File: config.mk
export PLATFORM = sky130hd
export DESIGN_NAME = cca_detect
export DESIGN_NICKNAME = d
export VERILOG_FILES = /design/src/rtl/cca_detect.sv
export SDC_FILE = /design/constraint.sdc
export NUM_CORES = 1
export LEC_CHECK = 0
export ABC_AREA = 1
export CORE_AREA = 5 5 43 45
export DETAILED_ROUTE_END_ITERATION = 6
export DIE_AREA = 0 0 48 50
export PLACE_DENSITY = 0.78
export RECOVER_POWER = 50
export SETUP_SLACK_MARGIN = 0.15
export SLEW_MARGIN = 20
export SYNTH_ARGS = -nofsm -noshare
export SYNTH_HDL_FRONTEND = slang
export SYNTH_SLANG_ARGS = --single-unit
File: constraint.sdc
create_clock -name clk -period 1 [get_ports clk]
set_input_delay 0.1 -clock clk [delete_from_list [all_inputs] [get_ports clk]]
set_output_delay 0.1 -clock clk [all_outputs]
set_load 0.005 [all_outputs]
File: src/rtl/cca_detect.sv
module cca_detect #(
  parameter int LVL_W = 8
) (
  input  logic             clk,
  input  logic             rst_n,
  input  logic [LVL_W-1:0] energy_lvl,
  input  logic [LVL_W-1:0] energy_thresh,
  input  logic             agc_locked,
  input  logic             sq_done,
  input  logic             sq_pass,
  input  logic             rx_end,
  input  logic             sig_lost,
  input  logic [1:0]       mode,
  input  logic             ignore_busy,
  output logic             cs_active,
  output logic             busy
);

  localparam logic [1:0] S_IDLE  = 2'd0;
  localparam logic [1:0] S_WAIT  = 2'd1;
  localparam logic [1:0] S_TRACK = 2'd2;

  logic [1:0] st, st_nxt;
  logic       ed, cs_nxt, busy_nxt;

  assign ed = energy_lvl >= energy_thresh;

  always_comb begin
    st_nxt = st;
    case (st)
      S_IDLE:  if (!agc_locked) st_nxt = S_WAIT;
      S_WAIT:  if (agc_locked && sq_done) st_nxt = sq_pass ? S_TRACK : S_IDLE;
      S_TRACK: if (rx_end || sig_lost) st_nxt = S_IDLE;
      default: st_nxt = S_IDLE;
    endcase
  end

  assign cs_nxt = st_nxt != S_IDLE;

  always_comb begin
    case (mode)
      2'd0:    busy_nxt = ed;
      2'd1:    busy_nxt = cs_nxt;
      2'd2:    busy_nxt = ed & cs_nxt;
      default: busy_nxt = ed | cs_nxt;
    endcase
    if (ignore_busy) busy_nxt = 1'b0;
  end

  always_ff @(posedge clk or negedge rst_n) begin
    if (!rst_n) begin
      st   <= S_IDLE;
      busy <= 1'b0;
    end else begin
      st   <= st_nxt;
      busy <= busy_nxt;
    end
  end

  assign cs_active = st != S_IDLE;

endmodule

==> report_table.html <==
<table>
<tr><th>Metric</th><th>Value</th></tr>
<tr><th colspan="2">Min path</th></tr>
<tr><td>Classification of the worst-slack hold path</td><td>in2async</td></tr>
<tr><th colspan="2">Clock tree</th></tr>
<tr><td>Clock latency on the worst-skew pair</td><td>0.24 ns</td></tr>
<tr><td>CTS tree</td><td>yes</td></tr>
<tr><td>Hold buffer count at cts</td><td>0</td></tr>
<tr><td>Clock-pin slew of the registers on the worst-case setup and hold paths</td><td>0.04 ns</td></tr>
<tr><td>Number of buffers created by CTS</td><td>3</td></tr>
<tr><td>Buffer levels on the longest clock path</td><td>2</td></tr>
<tr><td>Total clock sinks</td><td>3</td></tr>
<tr><td>H-tree depth</td><td>1</td></tr>
<tr><td>Buffer cell driving the clock tree root</td><td>sky130_fd_sc_hd__clkbuf_4</td></tr>
<tr><th colspan="2">STA</th></tr>
<tr><td>Transition time at the pin with the least slew margin</td><td>around 0.18 ns</td></tr>
<tr><td>Final Hold Viols</td><td>0</td></tr>
<tr><td>Final worst path period need</td><td>approximately 1.1 ns</td></tr>
<tr><td>Worst Hold Slack</td><td>between 0.1 and 0.15 ns</td></tr>
<tr><td>Max Slew Vio Count</td><td>0</td></tr>
<tr><td>Fraction of the cycle the final worst path needs</td><td>111%</td></tr>
<tr><td>F_max</td><td>approximately 0.90 GHz</td></tr>
<tr><td>Worst slew slack as a fraction of its limit</td><td>87.8%</td></tr>
<tr><td>Final worst slack</td><td>-0.110 ns</td></tr>
<tr><td>Max Clock Skew</td><td>0.00390 ns</td></tr>
<tr><td>RSZ-0062 raised after global routing</td><td>yes</td></tr>
<tr><td>Final setup vio count</td><td>2</td></tr>
<tr><th colspan="2">Global route</th></tr>
<tr><td>Via count of the first global-routing pass</td><td>471</td></tr>
<tr><td>Initial antenna violation count</td><td>0</td></tr>
<tr><td>Total routing usage reported by global routing</td><td>between 9 and 10%</td></tr>
<tr><td>GRT overflow</td><td>0</td></tr>
<tr><td>Wire length of the first global-routing pass</td><td>1620 um</td></tr>
<tr><td>Pin count of the biggest net entering global routing</td><td>5</td></tr>
<tr><th colspan="2">Yosys</th></tr>
<tr><td>Number of different library cells in the post-synthesis netlist</td><td>12</td></tr>
<tr><td>Share of Yosys cell area claimed by the top area cell type</td><td>around a quarter</td></tr>
<tr><td>Main flop type after synthesis</td><td>sky130_fd_sc_hd__dfrtp_1</td></tr>
<tr><td>Most frequently used cell type in the post-synthesis netlist</td><td>sky130_fd_sc_hd__nand2_1</td></tr>
<tr><td>Synthesis-stage register bit count</td><td>3</td></tr>
<tr><td>Share of the yosys chip area belonging to registers</td><td>19.0%</td></tr>
<tr><td>Average cell area after synthesis</td><td>6.16 um^2</td></tr>
<tr><td>Netlist Area Pre-Place</td><td>~400 um^2</td></tr>
<tr><td>Most area-hungry cell type in the Yosys netlist</td><td>sky130_fd_sc_hd__ha_1</td></tr>
<tr><td>Post-Syn Instances</td><td>64</td></tr>
<tr><td>EDFF count, synth</td><td>0</td></tr>
<tr><td>Commonest cells post-synth</td><td>sky130_fd_sc_hd__nand2_1, sky130_fd_sc_hd__inv_1, sky130_fd_sc_hd__ha_1</td></tr>
<tr><td>Share of flip-flops with an asynchronous set or reset after synthesis</td><td>between 90% and 100%</td></tr>
<tr><td>YS warnings</td><td>0</td></tr>
<tr><td>Net count after synthesis</td><td>98</td></tr>
<tr><td>Top post-synthesis cells by area</td><td>sky130_fd_sc_hd__ha_1, sky130_fd_sc_hd__dfrtp_1, sky130_fd_sc_hd__nand2_1</td></tr>
<tr><th colspan="2">Critical path</th></tr>
<tr><td>Critical setup path kind</td><td>in2reg</td></tr>
<tr><td>Critical Path Start Type</td><td>input pin</td></tr>
<tr><td>Data arrival time of the critical path</td><td>1.29 ns</td></tr>
<tr><td>Data required time of the critical path</td><td>1.18 ns</td></tr>
<tr><td>Worst reg-to-reg path cell count</td><td>7</td></tr>
<tr><td>Category of the worst setup path capture point</td><td>flip-flop</td></tr>
<tr><td>Critical path's most frequent cell</td><td>sky130_fd_sc_hd__buf_6</td></tr>
<tr><td>Highest fanout seen on the critical path</td><td>2</td></tr>
<tr><td>Cell-by-cell trace of the critical path</td><td>clkdlybuf4s50_1 &gt; nand2_1 &gt; nor2_1 &gt; nand2_2 &gt; buf_6 &gt; buf_6 &gt; buf_6 &gt; nand2_2</td></tr>
<tr><td>Slowest stage cell, crit path</td><td>sky130_fd_sc_hd__clkdlybuf4s50_1</td></tr>
<tr><td>Maximum cell stage delay along the critical path</td><td>0.51 ns</td></tr>
<tr><th colspan="2">Outcome</th></tr>
<tr><td>Run status</td><td>finished with violations</td></tr>
<tr><td>Violations in the final reports</td><td>setup timing</td></tr>
<tr><th colspan="2">Cells and area</th></tr>
<tr><td>Antenna cells</td><td>0</td></tr>
<tr><td>Final std cells w/o fill</td><td>117</td></tr>
<tr><td>Layout Utilization</td><td>60.7%</td></tr>
<tr><td>Number of nets in the final layout</td><td>136</td></tr>
<tr><td>Share of cells above drive strength 1</td><td>between 30 and 40%</td></tr>
<tr><td>Signed area change from the synthesized netlist to the final layout</td><td>121%</td></tr>
<tr><th colspan="2">Run</th></tr>
<tr><td>Max_cap viols</td><td>0</td></tr>
<tr><th colspan="2">Floorplan</th></tr>
<tr><td>Standard cell core area</td><td>1440 um^2</td></tr>
<tr><td>Area of the die</td><td>roughly 2400 um^2</td></tr>
<tr><td>Initial core utilization</td><td>between 20% and 30%</td></tr>
<tr><td>Chip height</td><td>50 um</td></tr>
<tr><td>Rows</td><td>14</td></tr>
<tr><td>Die width</td><td>between 40 and 50 um</td></tr>
<tr><td>I/O pin count</td><td>28</td></tr>
<tr><th colspan="2">Drt</th></tr>
<tr><td>Drt initial violations</td><td>3</td></tr>
<tr><td>Number of vias per cell</td><td>around 4.4</td></tr>
<tr><td>Number of nets still failing antenna checks after routing</td><td>0</td></tr>
<tr><td>Wire length per cell after detailed routing</td><td>11.1 um</td></tr>
<tr><td>Total via count after detailed routing</td><td>513</td></tr>
<tr><td>Total DRC errors in the routed layout</td><td>0</td></tr>
<tr><td>Total wire length after detailed routing</td><td>1300 um</td></tr>
<tr><td>Number of iterations in the first detailed-routing pass</td><td>4</td></tr>
<tr><th colspan="2">Pwr</th></tr>
<tr><td>Total power of the final layout</td><td>0.658 mW</td></tr>
<tr><td>Static leakage power</td><td>0.439 nW</td></tr>
<tr><td>Worst supply voltage drop on vdd</td><td>0.493 mV</td></tr>
<tr><td>Total power density per cell area</td><td>755 nW/um^2</td></tr>
<tr><th colspan="2">Place</th></tr>
<tr><td>Cells after DPL</td><td>108</td></tr>
<tr><td>Half-perimeter wire length after placement</td><td>~920 um</td></tr>
<tr><td>Post-Place Setup Slack</td><td>-0.704 ns</td></tr>
<tr><td>Placer's final routability congestion estimate</td><td>about 0.7</td></tr>
<tr><td>Port Buffers</td><td>27</td></tr>
</table>
==> stage by stage <==
step | TNS [ns] | cell area [um^2]
final | -0.218 | 872
after global placement | -0.713 | 797
after global routing | -0.468 | 872
after CTS | -0.0666 | 828
after floorplan | 0 | 499
after detailed placement | -0.744 | 797
==> critical path, delay by kind of cell <==
family	cells	cell delay [ns]
buf+inv	4	0.84
simple gates	4	0.34
==> layer usage <==
metal	global-route usage (%)	wire length (um)	up-vias
met3	2.18	81	2
met5	0	0	-
met2	18.1	798	17
met4	6.73	17	0
met1	8.01	400	229
li1	-	-	265
==> cell usage in the layout (no fill, tap or decap) <==
master and instances:
sky130_fd_sc_hd__nand2_1 14, sky130_fd_sc_hd__inv_1 9, sky130_fd_sc_hd__clkdlybuf4s50_1 8, sky130_fd_sc_hd__dlygate4sd2_1 8
sky130_fd_sc_hd__nor2_1 6, sky130_fd_sc_hd__nand2_2 6, sky130_fd_sc_hd__ha_4 6, sky130_fd_sc_hd__inv_2 5
sky130_fd_sc_hd__clkdlybuf4s15_1 5, sky130_fd_sc_hd__buf_6 5, sky130_fd_sc_hd__buf_2 4, sky130_fd_sc_hd__dfrtp_1 3
sky130_fd_sc_hd__clkbuf_4 3, sky130_fd_sc_hd__a21oi_1 2, sky130_fd_sc_hd__nand4_1 2, sky130_fd_sc_hd__ha_1 2
sky130_fd_sc_hd__nor2_4 1, sky130_fd_sc_hd__nand3_2 1, sky130_fd_sc_hd__o21ai_2 1, sky130_fd_sc_hd__inv_6 1
sky130_fd_sc_hd__inv_8 1, sky130_fd_sc_hd__inv_4 1, sky130_fd_sc_hd__inv_12 1, sky130_fd_sc_hd__a21oi_2 1
sky130_fd_sc_hd__o21a_1 1, sky130_fd_sc_hd__clkbuf_1 1, sky130_fd_sc_hd__clkbuf_2 1, sky130_fd_sc_hd__dlygate4sd3_1 1
sky130_fd_sc_hd__buf_4 1
==> report_power, final <==
part	internal [mW]	switching, mW	leakage (nW)
Clock	0.150	0.0668	0.0150
Sequential	0.131	0.00356	0.0375
Combinational	0.170	0.136	0.387
Total	0.452	0.207	0.439
==> path summary, 6_finish.rpt <==
path                              from  endpoint  slack, ns
max                            sq_done     st[1]      -0.11
min                              rst_n     st[1]       0.11
max reg2reg                      st[0]      busy      -0.11
min reg2reg                      st[0]     st[1]       0.59
max in group asynchronous        rst_n     st[0]       0.74
min in group clk           ignore_busy      busy       0.48
==> cell type report <==
| type | instances | area, um^2 |
|---|---|---|
| clock buffers | 4 | 26.3 |
| fillers | 124 | 564 |
| inverters | 18 | 95.1 |
| multi-input cells | 43 | 357 |
| flip-flops and latches | 3 | 75.1 |
| well taps | 16 | 20.0 |
| repair buffers | 33 | 299 |
==> cell families after synthesis <==
family / Yosys count / synth area share (%)
compound gates: 5 / 6.98
buf+inv: 18 / 17.1
flops: 3 / 19.0
simple gates: 30 / 31.4
fa+ha+maj: 8 / 25.4
==> sequential cells by signal, summed over array words and instances (netlist names) <==
register,flops
busy,1
st,2
==> what timing repair did <==
action,in CTS,in global routing
buffers inserted,3,2
hold endpoints to repair,0,0
pin swaps,16,11
resized for setup,36,16
endpoints found under the setup margin,4,4
(Power assumes the default switching activity.)
